`src/rtl/lnk_stat_pkg.sv`:
```
package lnk_stat_pkg;
  localparam int REG_W   = 16;
  localparam int B_AUTO  = 15;
  localparam int B_BWM   = 14;
  localparam int B_DLA   = 13;
  localparam int B_CLK   = 12;
  localparam int B_TRN   = 11;
  localparam int N_STICKY = 2;

  typedef struct packed {
    logic auto_set;
    logic bwm_set;
  } lnk_evt_t;

  // next value of a write-one-to-clear bit; set has priority
  function automatic logic fn_w1c_next(logic cur, logic set, logic clr);
    return set | (cur & ~clr);
  endfunction

  // a byte-lane qualified clear for one bit position
  function automatic logic fn_lane_clr(logic en, logic [1:0] be,
                                       logic [15:0] d, int pos);
    return en & be[pos/8] & d[pos];
  endfunction
endpackage

```
`src/rtl/lnk_evt_decode.sv`:
```
module lnk_evt_decode
  import lnk_stat_pkg::*;
(
  input  logic     clk,
  input  logic     rst_n,
  input  logic     retrain_wr,
  input  logic     retrain_done,
  input  logic     loc_auto_chg,
  input  logic     loc_fix_chg,
  input  logic     far_chg,
  input  logic     far_auto,
  input  logic     dl_down,
  output lnk_evt_t evt
);
  logic sw_pend;
  logic far_auto_ev, far_mgmt_ev, sw_done_ev;

  // a software retrain is outstanding until a completion consumes it
  always_ff @(posedge clk) begin
    if (!rst_n)            sw_pend <= 1'b0;
    else if (retrain_wr)   sw_pend <= 1'b1;
    else if (retrain_done) sw_pend <= 1'b0;
  end

  assign far_auto_ev = far_chg & far_auto;
  assign far_mgmt_ev = far_chg & ~far_auto;
  assign sw_done_ev  = retrain_done & sw_pend;

  always_comb begin
    evt.auto_set = ~dl_down & (loc_auto_chg | far_auto_ev);
    evt.bwm_set  = ~dl_down & (loc_fix_chg | far_mgmt_ev | sw_done_ev);
  end

  AST_SWPEND_RISE: assert property (@(posedge clk) disable iff (!rst_n)
    retrain_wr |=> sw_pend);
  AST_SWPEND_USED: assert property (@(posedge clk) disable iff (!rst_n)
    (retrain_done && !retrain_wr) |=> !sw_pend);
endmodule

```
`src/rtl/lnk_w1c_bit.sv`:
```
module lnk_w1c_bit
  import lnk_stat_pkg::*;
(
  input  logic clk,
  input  logic rst_n,
  input  logic set_i,
  input  logic clr_i,
  output logic q
);
  always_ff @(posedge clk) begin
    if (!rst_n) q <= 1'b0;
    else        q <= fn_w1c_next(q, set_i, clr_i);
  end

  AST_W1C_SET_WINS: assert property (@(posedge clk) disable iff (!rst_n)
    set_i |=> q);
  AST_W1C_CLEAR: assert property (@(posedge clk) disable iff (!rst_n)
    (clr_i && !set_i) |=> !q);
  AST_W1C_HOLD: assert property (@(posedge clk) disable iff (!rst_n)
    (!clr_i && !set_i) |=> $stable(q));
endmodule

```
`src/rtl/lnk_trn_track.sv`:
```
module lnk_trn_track #(
  parameter int              STATE_W  = 4,
  parameter logic [STATE_W-1:0] CFG_CODE = 4'h2,
  parameter logic [STATE_W-1:0] RCV_CODE = 4'h3
) (
  input  logic               clk,
  input  logic               rst_n,
  input  logic [STATE_W-1:0] state,
  input  logic               retrain_wr,
  output logic               trn_o
);
  logic in_trn;
  logic trn_pend;

  function automatic logic fn_in_trn(logic [STATE_W-1:0] s);
    return (s == CFG_CODE) || (s == RCV_CODE);
  endfunction

  assign in_trn = fn_in_trn(state);

  // pending from the retrain write until training is seen to begin
  always_ff @(posedge clk) begin
    if (!rst_n)          trn_pend <= 1'b0;
    else if (retrain_wr) trn_pend <= 1'b1;
    else if (in_trn)     trn_pend <= 1'b0;
  end

  assign trn_o = in_trn | trn_pend;

  AST_PEND_SHOWN: assert property (@(posedge clk) disable iff (!rst_n)
    retrain_wr |=> trn_o);
  AST_PEND_DROP: assert property (@(posedge clk) disable iff (!rst_n)
    (in_trn && !retrain_wr) |=> (trn_o == in_trn));
endmodule

```
`src/rtl/lnk_stat_reg.sv`:
```
module lnk_stat_reg
  import lnk_stat_pkg::*;
#(
  parameter int                 STATE_W  = 4,
  parameter logic [STATE_W-1:0] CFG_CODE = 4'h2,
  parameter logic [STATE_W-1:0] RCV_CODE = 4'h3,
  parameter bit                 DLA_CAP  = 1'b1,
  parameter logic [10:0]        LOW_BITS = 11'h001
) (
  input  logic               clk,
  input  logic               rst_n,
  input  logic [STATE_W-1:0] ltssm_state,
  input  logic               retrain_wr,
  input  logic               retrain_done,
  input  logic               loc_auto_chg,
  input  logic               loc_fix_chg,
  input  logic               far_chg,
  input  logic               far_auto,
  input  logic               dl_active,
  input  logic               dl_down,
  input  logic               wr_en,
  input  logic [1:0]         wr_be,
  input  logic [15:0]        wr_data,
  output logic [15:0]        stat_q
);
  localparam int STICKY_TOP = B_AUTO;

  lnk_evt_t             evt;
  logic [N_STICKY-1:0]  sticky_set;
  logic [N_STICKY-1:0]  sticky_clr;
  logic [N_STICKY-1:0]  sticky_q;
  logic                 trn_bit;
  logic                 dla_bit;

  lnk_evt_decode u_evt (
    .clk          (clk),
    .rst_n        (rst_n),
    .retrain_wr   (retrain_wr),
    .retrain_done (retrain_done),
    .loc_auto_chg (loc_auto_chg),
    .loc_fix_chg  (loc_fix_chg),
    .far_chg      (far_chg),
    .far_auto     (far_auto),
    .dl_down      (dl_down),
    .evt          (evt)
  );

  // index 1 -> bit 15 (autonomous), index 0 -> bit 14 (management)
  assign sticky_set = {evt.auto_set, evt.bwm_set};

  for (genvar g = 0; g < N_STICKY; g++) begin : g_sticky
    localparam int POS = STICKY_TOP - (N_STICKY - 1) + g;
    assign sticky_clr[g] = fn_lane_clr(wr_en, wr_be, wr_data, POS);
    lnk_w1c_bit u_bit (
      .clk   (clk),
      .rst_n (rst_n),
      .set_i (sticky_set[g]),
      .clr_i (sticky_clr[g]),
      .q     (sticky_q[g])
    );
  end

  lnk_trn_track #(
    .STATE_W  (STATE_W),
    .CFG_CODE (CFG_CODE),
    .RCV_CODE (RCV_CODE)
  ) u_trn (
    .clk        (clk),
    .rst_n      (rst_n),
    .state      (ltssm_state),
    .retrain_wr (retrain_wr),
    .trn_o      (trn_bit)
  );

  if (DLA_CAP) begin : g_dla
    assign dla_bit = dl_active;
  end else begin : g_nodla
    assign dla_bit = 1'b0;
  end

  assign stat_q = {sticky_q, dla_bit, 1'b1, trn_bit, LOW_BITS};

  AST_AUTO_SET: assert property (@(posedge clk) disable iff (!rst_n)
    (loc_auto_chg && !dl_down) |=> stat_q[B_AUTO]);
  AST_BW_SET: assert property (@(posedge clk) disable iff (!rst_n)
    (loc_fix_chg && !dl_down) |=> stat_q[B_BWM]);
  AST_DOWN_HOLD: assert property (@(posedge clk) disable iff (!rst_n)
    (dl_down && !stat_q[B_BWM]) |=> !stat_q[B_BWM]);
  AST_CLR_AUTO: assert property (@(posedge clk) disable iff (!rst_n)
    (wr_en && wr_be[1] && wr_data[B_AUTO] && !loc_auto_chg && !far_chg)
      |=> !stat_q[B_AUTO]);
  AST_DLA_OFF: assert property (@(posedge clk) disable iff (!rst_n)
    !dl_active |-> !stat_q[B_DLA]);
endmodule

```
`config.mk`:
```
export PLATFORM = sky130hd
export DESIGN_NAME = lnk_stat_reg
export DESIGN_NICKNAME = d
export VERILOG_FILES = /design/src/rtl/lnk_stat_pkg.sv /design/src/rtl/lnk_evt_decode.sv /design/src/rtl/lnk_w1c_bit.sv /design/src/rtl/lnk_trn_track.sv /design/src/rtl/lnk_stat_reg.sv
export SDC_FILE = /design/constraint.sdc
export NUM_CORES = 1
export LEC_CHECK = 0
export BUFFER_PORTS_ARGS = -buffer_cell sky130_fd_sc_hd__clkbuf_2
export CORE_AREA = 2 2 39 41
export DETAILED_ROUTE_END_ITERATION = 16
export DIE_AREA = 0 0 41 43
export GPL_TIMING_DRIVEN = 0
export HOLD_SLACK_MARGIN = 0.02
export PLACE_DENSITY = 0.68
export SLEW_MARGIN = 20
export SYNTH_ARGS = -nofsm -noshare
export SYNTH_HDL_FRONTEND = slang
export SYNTH_SLANG_ARGS = --single-unit
```
`constraint.sdc`:
```
create_clock -name clk -period 1.15 [get_ports clk]
set_input_delay 0.345 -clock clk [delete_from_list [all_inputs] [get_ports clk]]
set_output_delay 0.345 -clock clk [all_outputs]
set_load 0.05 [all_outputs]
```
==> impl.org <==
** Synthesis
- Post-synth cell types :: 16
- Synthesis inferred 4 register bits.
- Post-synth top cells :: 16 x buf_4, 4 x dfxtp_1, 3 x nand3_1
- Flip-flop cell with the highest count after synthesis :: dfxtp_1
- Most frequently used cell type in the post-synthesis netlist :: buf_4
- Of the post-synthesis cell area, the dominant cell type holds 38.4%.
- Syn avg cell area :: 8.23 µm²
- Sequential elements use 25.6% of the synthesized area.
- Top post-synthesis cells by area :: buf_4 38%, dfxtp_1 26%, nand3_1 4.8%
- The biggest area contributor in the post-synthesis netlist is buf_4.
- Post-Synthesis Cell Area :: 313 µm²
- Mapped Cells :: 38
- The synthesized design contains 0 enable-type register cells.
- Synth warn :: 0
- After synthesis, the share of flip-flops with an asynchronous set or reset is 0%.

** Outcome
- The final reports fail on setup timing.
- Outcome :: finished with violations

** Floorplan
- Die outline area :: 1760 µm²
- The die is 43 µm tall.
- Effective utilization at floorplan :: 22.6%
- Number of top-level pins :: 49
- After floorplanning, the core was sized to cover 1380 µm².
- Measured along the x axis, the die boundary spans 41 µm.
- In this run the core area contains 14 standard-cell rows.

** Worst setup path
- Across all register-to-register paths, the minimum setup slack is 0.42 ns.
- In this design, the largest share of critical-path delay is due to flip-flops.
- CP Capture Type :: primary output
- Arrival time reported for the critical path endpoint :: 0.87 ns
- Of all nets on the critical path, the largest fanout is 2.
- Delay of the slowest cell on the worst path :: 0.30 ns
- Buffers and inverters on the worst path :: 1
- The signal on the critical path passes through a21o_1 > clkbuf_16.
- WP data required :: 0.81 ns
- The worst setup path is launched from a register.
- Critical-path cell with the highest stage delay :: dfxtp_2
- The setup path with the least slack is of type register to primary output.

** Power
- Leakage power of the design :: 0.000297 µW
- Dividing total power by cell area gives a power density of 1120 nW/µm².
- Total power after layout :: 596 µW
- VDD sags by at most 327 µV.

** Cells and area
- Layout Area Growth over Synthesis :: 70.0%
- The sequential cells in the finished layout cover a total of 83.8 µm².
- 0 antenna diodes ended up in the layout.
- Of the cells placed in the final design, the portion with a size suffix greater than 1 is 59.7%.
- Once layout is complete, the cells apart from fillers number 83.
- Number of filler instances in the final layout :: 161
- After the last flow step, the layout net total stands at 102.
- The multi-input combinational cells in the finished layout cover a total of 149 µm².
- After routing the design area is 532 µm².
- Final core utilization :: 38.4%

** STA
- Clock skew after layout :: 0.00294 ns
- Setup repair after global routing could not meet its margin everywhere.
- Hold timing on the final database bottoms out at a slack of 0.344 ns.
- Period utilization :: 106%
- The number of pins with negative max-slew slack in the final report is 0.
- Based on the critical path, the design can be clocked at up to 823 MHz.
- The final number of hold-violating endpoints is 0.
- Clock period minus final worst setup slack :: 1.22 ns
- Setup violations remaining at the end of the flow were counted as 1.
- In the post-route analysis, the smallest setup slack over all paths is -0.0657 ns.

** Clock tree
- Clk Tree Root Cell :: clkbuf_4
- After clock tree synthesis, the clock-pin slew on the worst setup and hold paths is 0.04 ns.
- TritonCTS created 3 clock buffers.
- Clock tree synthesis found a total of 4 sinks.
- In this run the number of H-tree levels came out at 1.
- Buffers from clock root to sink, at most :: 2
- TritonCTS clock tree :: yes
- Worst skew pair latency :: 0.23 ns

** Place
- The placed instances occupy a cell area of 465 µm².
- Port buffering added 19 buffers.
- Last weighted congestion value of the routability-driven placer :: 0.549
- Placed insts :: 83

** Global route
- The first global-routing pass estimated 855 µm of wire.
- In the global route stage, overall resource usage came out at 8.12%.
- Remaining global-route overflow :: 0
- The via count of the first global-routing pass came to 257.
- The number of antenna violations at the first check in global routing is 0.
- Entering global routing, the biggest net connects 6 pins.

** Drt
- Antenna Nets Post-Route :: 0
- After the first detailed-routing iteration, the DRC count stood at 0.
- Dividing the detail-routed wire length by the instance count gives 7.20 µm.
- Number of remaining DRC errors :: 0
- Detailed-route wire length :: 598 µm
- Vias after detailed routing :: 299
- Dividing the detail-routed via count by the number of cells gives 3.60.
- First-pass DRT Iterations :: 1

** Run
- The tool flagged a number of max-cap violations equal to 0.

** Worst hold path
- Min-delay worst type :: input pin to register
[power by group]
group          internal, µW  switching, µW
clock                   117           58.2
combinational           104            157
sequential              152           7.58
total                   374            223
[worst register-to-register path: stages, from the launching register on]
cell and delay [ns]:
dfxtp_1 0.30, a221oi_2 0.22, o21ai_1 0.09
[stage by stage]
step                      setup TNS [ns]  setup WS [ns]
final                            -0.0657        -0.0657
after global routing             -0.0975        -0.0975
after CTS                        -0.0805        -0.0805
after detailed placement          -0.207         -0.207
after global placement            -0.196         -0.196
after floorplan                        0         0.0621
[layout by cell type, fill, tap and decap left out, drive strengths merged, types with 2 or more instances in the layout]
| master | synthesis | routed |
|---|---|---|
| nand3 | 3 | 3 |
| dfxtp | 4 | 4 |
| conb | 2 | 12 |
| o21a | 2 | 2 |
| buf | 16 | 13 |
| clkbuf | 0 | 22 |
[routing by layer]
metal  track usage (%)  part of all wire [%]
met5                 0                     0
met3              4.71                    14
met2              14.1                    57
met4              8.00                   1.3
met1              4.81                    28
[cell families after synthesis]
kind of cell	after synthesis	share of synthesized area, %
AO/OA/AOI/OAI	8	20.4
buffers and inverters	17	39.6
flip-flops	4	25.6
other	2	2.40
AND/OR/NAND/NOR	7	12.0
[worst paths after layout]
check	cells after the start	start	to
setup / recovery	2	u_trn.trn_pend$_SDFFE_PN0P_	stat_q[11]
hold / removal	2	retrain_wr	u_trn.trn_pend$_SDFFE_PN0P_
setup reg to reg	2	u_evt.sw_pend$_SDFFE_PN0P_	g_sticky[0].u_bit.q$_SDFF_PN0_
hold reg to reg	2	g_sticky[0].u_bit.q$_SDFF_PN0_	g_sticky[0].u_bit.q$_SDFF_PN0_
[state kept, by name (all words and copies together) (netlist names)]
signal and cells:
u_trn.trn_pend 1, u_evt.sw_pend 1, g_sticky.u_bit.q 2
[what timing repair did]
action | in CTS | in global routing
gates resized for setup | 12 | 1
hold endpoints to repair | 0 | 0
endpoints found under the setup margin | 3 | 1
setup buffers | 0 | 0
hold buffers | 0 | 0
pin swaps | 0 | 1
[layout make-up]
class	count	share of cell area, %
Inverter	1	0.706
Tap cell	16	3.76
Timing Repair Buffer	19	29.2
Sequential cell	4	15.8
Multi-Input combinational cell	27	28.0
Buffer	13	18.4
Clock buffer	3	4.24
Power figures use the tool's default switching activity.
